$ cat src/rtl/pcm3_pkg.sv
`timescale 1ns/1ps
package pcm3_pkg;
   typedef enum logic {
      LANE_SPLIT = 1'b0,
      LANE_CHAIN = 1'b1
   } lane_mode_e;
endpackage

$ cat src/rtl/pcm3_rx_framer.sv
`timescale 1ns/1ps
module pcm3_rx_framer #(
   parameter int unsigned NCH       = 3,
   parameter int unsigned SLOT_BITS = 8
) (
   input  logic                      bclk,
   input  logic                      rst_n,
   input  pcm3_pkg::lane_mode_e      mode,
   input  logic                      sync,
   input  logic [NCH-1:0]            line,
   output logic [NCH*SLOT_BITS-1:0]  words,
   output logic [NCH-1:0]            valid
);
   import pcm3_pkg::*;

   localparam int unsigned FRAME_BITS = NCH * SLOT_BITS;
   localparam int unsigned PW = $clog2(FRAME_BITS + 1);
   localparam int unsigned SW = (NCH > 1) ? $clog2(NCH) : 1;
   localparam int unsigned BW = $clog2(SLOT_BITS);

   logic          sync_q;
   logic          active;
   logic [PW-1:0] pos_q;
   logic [PW-1:0] pos_cur;
   logic [PW-1:0] limit;
   logic [SW-1:0] slot;
   logic [BW-1:0] bidx;
   logic          start;
   logic          take;
   logic          last_bit;

   always_comb begin
      start    = sync & ~sync_q;
      take     = start | active;
      pos_cur  = start ? '0 : pos_q;
      limit    = (mode == LANE_CHAIN) ? PW'(FRAME_BITS) : PW'(SLOT_BITS);
      bidx     = BW'(pos_cur % PW'(SLOT_BITS));
      last_bit = take && (bidx == BW'(SLOT_BITS - 1));
   end

   // slot decode only exists when more than one channel shares a line
   if (NCH > 1) begin : g_multi
      assign slot = (mode == LANE_CHAIN) ? SW'(pos_cur / PW'(SLOT_BITS)) : '0;
   end else begin : g_single
      assign slot = '0;
   end

   always_ff @(posedge bclk or negedge rst_n) begin
      if (!rst_n) begin
         sync_q <= 1'b0;
         active <= 1'b0;
         pos_q  <= '0;
      end else begin
         sync_q <= sync;
         if (take) begin
            if (pos_cur + 1'b1 == limit) begin
               active <= 1'b0;
               pos_q  <= '0;
            end else begin
               active <= 1'b1;
               pos_q  <= pos_cur + 1'b1;
            end
         end
      end
   end

   for (genvar i = 0; i < NCH; i++) begin : g_lane
      logic [SLOT_BITS-2:0] shreg;
      logic [SLOT_BITS-1:0] nxt;
      logic [SLOT_BITS-1:0] word_q;
      logic                 valid_q;
      logic                 bit_in;
      logic                 hit;

      always_comb begin
         if (mode == LANE_CHAIN) begin
            bit_in = line[0];
            hit    = take && (slot == SW'(i));
         end else begin
            bit_in = line[i];
            hit    = take;
         end
         nxt = {shreg, bit_in};
      end

      always_ff @(posedge bclk or negedge rst_n) begin
         if (!rst_n) begin
            shreg   <= '0;
            word_q  <= '0;
            valid_q <= 1'b0;
         end else begin
            valid_q <= hit && last_bit;
            if (hit) begin
               shreg <= nxt[SLOT_BITS-2:0];
               if (last_bit) word_q <= nxt;
            end
         end
      end

      assign words[i*SLOT_BITS +: SLOT_BITS] = word_q;
      assign valid[i] = valid_q;
   end
endmodule

$ cat src/rtl/pcm3_tx_serializer.sv
`timescale 1ns/1ps
module pcm3_tx_serializer #(
   parameter int unsigned NCH       = 3,
   parameter int unsigned SLOT_BITS = 8
) (
   input  logic                      bclk,
   input  logic                      rst_n,
   input  pcm3_pkg::lane_mode_e      mode,
   input  logic                      sync,
   input  logic [NCH*SLOT_BITS-1:0]  words_in,
   output logic [NCH-1:0]            tx_data,
   output logic [NCH-1:0]            tx_en
);
   import pcm3_pkg::*;

   localparam int unsigned FRAME_BITS = NCH * SLOT_BITS;
   localparam int unsigned PW = $clog2(FRAME_BITS + 1);
   localparam int unsigned SW = (NCH > 1) ? $clog2(NCH) : 1;
   localparam int unsigned BW = $clog2(SLOT_BITS);
   localparam int unsigned IW = $clog2(FRAME_BITS);

   logic                   sync_q;
   logic                   active;
   logic [PW-1:0]          pos_q;
   logic [PW-1:0]          limit;
   logic [SW-1:0]          slot;
   logic [BW-1:0]          bidx;
   logic [FRAME_BITS-1:0]  words_q;
   logic                   start;

   always_comb begin
      start = sync & ~sync_q;
      limit = (mode == LANE_CHAIN) ? PW'(FRAME_BITS) : PW'(SLOT_BITS);
      bidx  = BW'(pos_q % PW'(SLOT_BITS));
   end

   if (NCH > 1) begin : g_multi
      assign slot = (mode == LANE_CHAIN) ? SW'(pos_q / PW'(SLOT_BITS)) : '0;
   end else begin : g_single
      assign slot = '0;
   end

   always_ff @(posedge bclk or negedge rst_n) begin
      if (!rst_n) begin
         sync_q  <= 1'b0;
         active  <= 1'b0;
         pos_q   <= '0;
         words_q <= '0;
      end else begin
         sync_q <= sync;
         if (start) begin
            words_q <= words_in;
            pos_q   <= '0;
            active  <= 1'b1;
         end else if (active) begin
            if (pos_q == limit - 1'b1) begin
               active <= 1'b0;
               pos_q  <= '0;
            end else begin
               pos_q <= pos_q + 1'b1;
            end
         end
      end
   end

   for (genvar i = 0; i < NCH; i++) begin : g_lane
      logic [SW-1:0] src;
      logic [IW-1:0] sel;
      logic          en_nxt;
      logic          data_q;
      logic          en_q;

      always_comb begin
         if (mode == LANE_CHAIN) begin
            src    = slot;
            en_nxt = active && (i == 0);
         end else begin
            src    = SW'(i);
            en_nxt = active;
         end
         sel = IW'(int'(src) * SLOT_BITS + (SLOT_BITS - 1) - int'(bidx));
      end

      // launch on the falling edge so the far end samples on the rising edge
      always_ff @(negedge bclk or negedge rst_n) begin
         if (!rst_n) begin
            data_q <= 1'b0;
            en_q   <= 1'b0;
         end else begin
            en_q   <= en_nxt;
            data_q <= en_nxt ? words_q[sel] : 1'b0;
         end
      end

      assign tx_data[i] = data_q;
      assign tx_en[i]   = en_q;
   end
endmodule

$ cat src/rtl/pcm3_pd_decode.sv
`timescale 1ns/1ps
module pcm3_pd_decode #(
   parameter int unsigned NCH = 3
) (
   input  logic           pd_global,
   input  logic [NCH-1:0] pd_ch,
   output logic [NCH-1:0] pd_flag
);
   assign pd_flag = {NCH{pd_global}} & ~pd_ch;
endmodule

$ cat src/rtl/pcm3_serial_port.sv
`timescale 1ns/1ps
module pcm3_serial_port #(
   parameter int unsigned NCH       = 3,
   parameter int unsigned SLOT_BITS = 8
) (
   input  logic                      bclk,
   input  logic                      rst_n,
   input  logic                      mode_chain,
   input  logic                      rx_sync,
   input  logic [NCH-1:0]            rx_line,
   output logic [NCH*SLOT_BITS-1:0]  rx_words,
   output logic [NCH-1:0]            rx_valid,
   input  logic                      tx_sync,
   input  logic [NCH*SLOT_BITS-1:0]  tx_words,
   output logic [NCH-1:0]            tx_data,
   output logic [NCH-1:0]            tx_en,
   input  logic                      pd_global,
   input  logic [NCH-1:0]            pd_ch,
   output logic [NCH-1:0]            pd_flag
);
   import pcm3_pkg::*;

   if (NCH < 1 || NCH > 8) begin : g_bad_nch
      $error("pcm3_serial_port: NCH must lie in 1..8");
   end
   if (SLOT_BITS < 2 || SLOT_BITS > 32) begin : g_bad_slot
      $error("pcm3_serial_port: SLOT_BITS must lie in 2..32");
   end

   lane_mode_e mode_sel;
   assign mode_sel = mode_chain ? LANE_CHAIN : LANE_SPLIT;

   pcm3_rx_framer #(.NCH(NCH), .SLOT_BITS(SLOT_BITS)) u_rx (
      .bclk  (bclk),
      .rst_n (rst_n),
      .mode  (mode_sel),
      .sync  (rx_sync),
      .line  (rx_line),
      .words (rx_words),
      .valid (rx_valid)
   );

   pcm3_tx_serializer #(.NCH(NCH), .SLOT_BITS(SLOT_BITS)) u_tx (
      .bclk     (bclk),
      .rst_n    (rst_n),
      .mode     (mode_sel),
      .sync     (tx_sync),
      .words_in (tx_words),
      .tx_data  (tx_data),
      .tx_en    (tx_en)
   );

   pcm3_pd_decode #(.NCH(NCH)) u_pd (
      .pd_global (pd_global),
      .pd_ch     (pd_ch),
      .pd_flag   (pd_flag)
   );
endmodule

$ cat config.mk
export PLATFORM = sky130hd
export DESIGN_NAME = pcm3_serial_port
export DESIGN_NICKNAME = d
export VERILOG_FILES = /design/src/rtl/pcm3_pkg.sv /design/src/rtl/pcm3_rx_framer.sv /design/src/rtl/pcm3_tx_serializer.sv /design/src/rtl/pcm3_pd_decode.sv /design/src/rtl/pcm3_serial_port.sv
export SDC_FILE = /design/constraint.sdc
export NUM_CORES = 1
export LEC_CHECK = 0
export ABC_AREA = 1
export BUFFER_PORTS_ARGS = -buffer_cell sky130_fd_sc_hd__buf_2
export CORE_ASPECT_RATIO = 1.1
export CORE_UTILIZATION = 30
export CTS_CLUSTER_SIZE = 14
export DETAILED_ROUTE_END_ITERATION = 6
export GPL_ROUTABILITY_DRIVEN = 0
export GPL_TIMING_DRIVEN = 0
export HOLD_SLACK_MARGIN = 0.08
export MAX_ROUTING_LAYER = met4
export RECOVER_POWER = 100
export SLEW_MARGIN = 10
export SYNTH_ARGS = -nofsm -noshare
export SYNTH_HDL_FRONTEND = slang
export SYNTH_SLANG_ARGS = --single-unit
export TNS_END_PERCENT = 100
$ cat constraint.sdc
create_clock -name bclk -period 3.2 [get_ports bclk]
set_input_delay 0.64 -clock bclk [delete_from_list [all_inputs] [get_ports bclk]]
set_output_delay 0.64 -clock bclk [all_outputs]
set_load 0.1 [all_outputs]
==> out/summary.txt <==
status: finished, violations left
failing checks: negative setup slack
Die Height: 124.2 microns
main combinational cell family by area after synthesis: simple AND/OR/NAND/NOR gates
post-synth top area cell: dfrtp_1
CP Data Arrival Time: 2690 ps
RSZ-0062 raised after global routing: yes
Slew Viols, Final: 0
vias: 3225
Main synth FF type: dfrtp_1
syn nets: 521
first-pass GRT wire length: 15.10 mm
Reg2Reg Depth: 8
peak supply drop: 0.3623 mV
gr usage total: 13.96%
first-iteration detailed-routing DRC count: 135
final hold vios: 0
LEAKAGE: 2.515 nW
Setup CP Type: flop to primary output
Nets: 600
CTS root buf: clkbuf_16
clock slew at reported path FFs: 60 ps
Setup WS post-layout: -131.3 ps
port buffer count: 71
die area: 0.01405 sq mm
RR Endpoint: u_tx.g_lane[2].data_q
Initial Utilization: 30.82%
CP Capture Type: primary output
r2r startpoint: u_tx.pos_q[0]
via count of the first global-routing pass: 3328
DR DRC count: 0
CTS H-tree lvls: 3
dominant cells by area after synthesis: dfrtp_1, nand2_1, o21ai_0
hold crit path type: primary input to async pin
synth warn: 0
mux contribution to synthesized area: 0%
worst path required time: 2560 ps
FILL cells: 1406
clk sinks: 91
drt total wl: 8.574 mm
Synth Area in Simple Gates: 21.57%
share of cells above drive strength 1: 12.26%
count of cell types in the netlist: 28
ANT cells: 0
sequential fraction of the synthesis area: 55.91%
largest net degree at the start of global routing: 57
CP startpoint: u_tx.g_lane[1].en_q
final hold slack: 270.2 ps
Skew-Pair Late Insertion Delay: 340 ps
Post-synth EDFFs: 0
Synth Area in Compound Gates: 9.493%
total CTS buffers: 9
core footprint: 0.01321 sq mm
PD cells: 1063 mW/mm^2
Area Overhead vs Synth: 21.51%
worst slew pin tran: 1184 ps
Syn Area/Cell: 8.502 sq um
CTS tree: done
drt pass-1 iters: 4
global route total overflow: 0
max_slew headroom: 21.41%
crit-path max FO: 2
adder-cell share of the synthesized area: 1.843%
Vias/cell: 4.454
clock skew: 7.347 ps
Final Setup Violations: 6
Post-synth ARST share: 100.0%
critical path launch point type: flop
footprint of the multi-input gates: 0.001311 sq mm
post-synthesis instance total: 479
synthesized flop and latch total: 91
Routed Antenna Nets: 0
Post-Synth XOR/XNOR Area: 0.4301%
IO Count: 72
reg2reg setup slack: 70 ps
Total Neg Setup Slack: -348.8 ps
mean routed wirelength per cell: 11.84 microns
hpwl dp: 6.185 mm
storage element area: 0.002277 sq mm
Mapped Area: 0.004073 sq mm
MaxCap Viol Count: 0
Max clock buf depth: 2
FP Rows: 44
top-area cell type share of the netlist area: 52.84%
Die W: 113.1 microns
antenna violations before repair: 0
## registers in the layout, indices dropped and copies added, names as in the netlist
register	count
u_rx.g_lane.word_q	24
u_tx.words_q	24
u_rx.g_lane.shreg	21
u_rx.pos_q	5
u_tx.pos_q	5
u_rx.g_lane.valid_q	3
u_tx.g_lane.data_q	3
u_tx.g_lane.en_q	2
u_rx.active	1
u_rx.sync_q	1
u_tx.active	1
u_tx.sync_q	1
## cells in the final DEF (no fill, tap or decap), drive strengths merged
master,instances
bufinv,2
xor2,2
nand3,29
dfrtn,5
nor2,29
and2,1
buf,49
a211oi,1
o22ai,2
inv,67
clkinv,1
nand4,2
o21ai,66
nand2,149
a21oi,3
ha,6
a31oi,1
o21bai,1
dfrtp,86
clkbuf,56
clkinvlp,4
o211ai,1
## stage by stage
| step | setup WS [ps] | instances | util (%) | power, mW | cell area [sq um] |
|---|---|---|---|---|---|
| after global routing | -172.1 | 724 | 37.45 | 5.592 | 4949 |
| after detailed placement | -147.1 | 712 | 35.27 | 4.139 | 4659 |
| after global placement | -891.6 | 711 | 35.04 | 4.095 | 4629 |
| final | -131.3 | 724 | 37.45 | 5.259 | 4949 |
| after CTS | -146.2 | 724 | 38.21 | 5.390 | 5049 |
| after floorplan | 230.9 | 479 | - | 3.671 | 4073 |
## worst max-delay path: stages (launching register included)
cell and delay [ps]:
dfrtn_1 450, buf_4 140, buf_12 160
## repair_timing
action	in CTS	in global routing
hold buffers	0	0
hold endpoints to repair	0	0
setup buffers	0	0
pin swaps	0	0
setup endpoints to repair	6	9
resized for setup	24	2
## cell type report
type	instances	share of cell area, %
clock inverters	4	1.466
flip-flops and latches	91	46.02
clock buffers	12	5.183
well taps	161	4.071
plain buffers	21	2.528
repair buffers	72	8.799
multi-input cells	293	26.50
inverters	70	5.436
## cell families (layout without fill, tap and decap cells)
group,count (synthesis),count (layout)
AOI/OAI and AO/OA,75,75
xor gates and xnor gates,2,2
adders and majority gates,6,6
buffers and inverters,95,179
DFF,91,91
and+or+nand+nor,210,210
## routing by layer
metal	track usage [%]	routed length (microns)	vias up
li1	-	-	1636
met1	16.48	3955	1499
met2	22.59	4065	77
met3	3.955	420	13
met4	5.108	133	0
met5	-	0	-
## worst max-delay path by stage
stage                                  to
detailed placement  u_tx.g_lane[2].data_q
CTS                              tx_en[2]
finish                           tx_en[2]
floorplan           u_tx.g_lane[0].data_q
global route                     tx_en[2]
global placement    u_tx.g_lane[2].data_q
## power breakdown
group          internal [mW]  switching [mW]
registers               1.52           0.213
clock network          0.726           0.433
logic                  0.518            1.85
## Yosys cell counts (all sizes together), types with 2 or more instances
| library cell | instances |
|---|---|
| o22ai | 2 |
| dfrtn | 5 |
| inv | 69 |
| nand4 | 2 |
| xor2 | 2 |
| dfrtp | 86 |
| ha | 6 |
| nand3 | 29 |
| nand2 | 149 |
| buf | 19 |
| nor2 | 29 |
| clkbuf | 6 |
| a21oi | 3 |
| o21ai | 66 |
(Power assumes the default switching activity.)
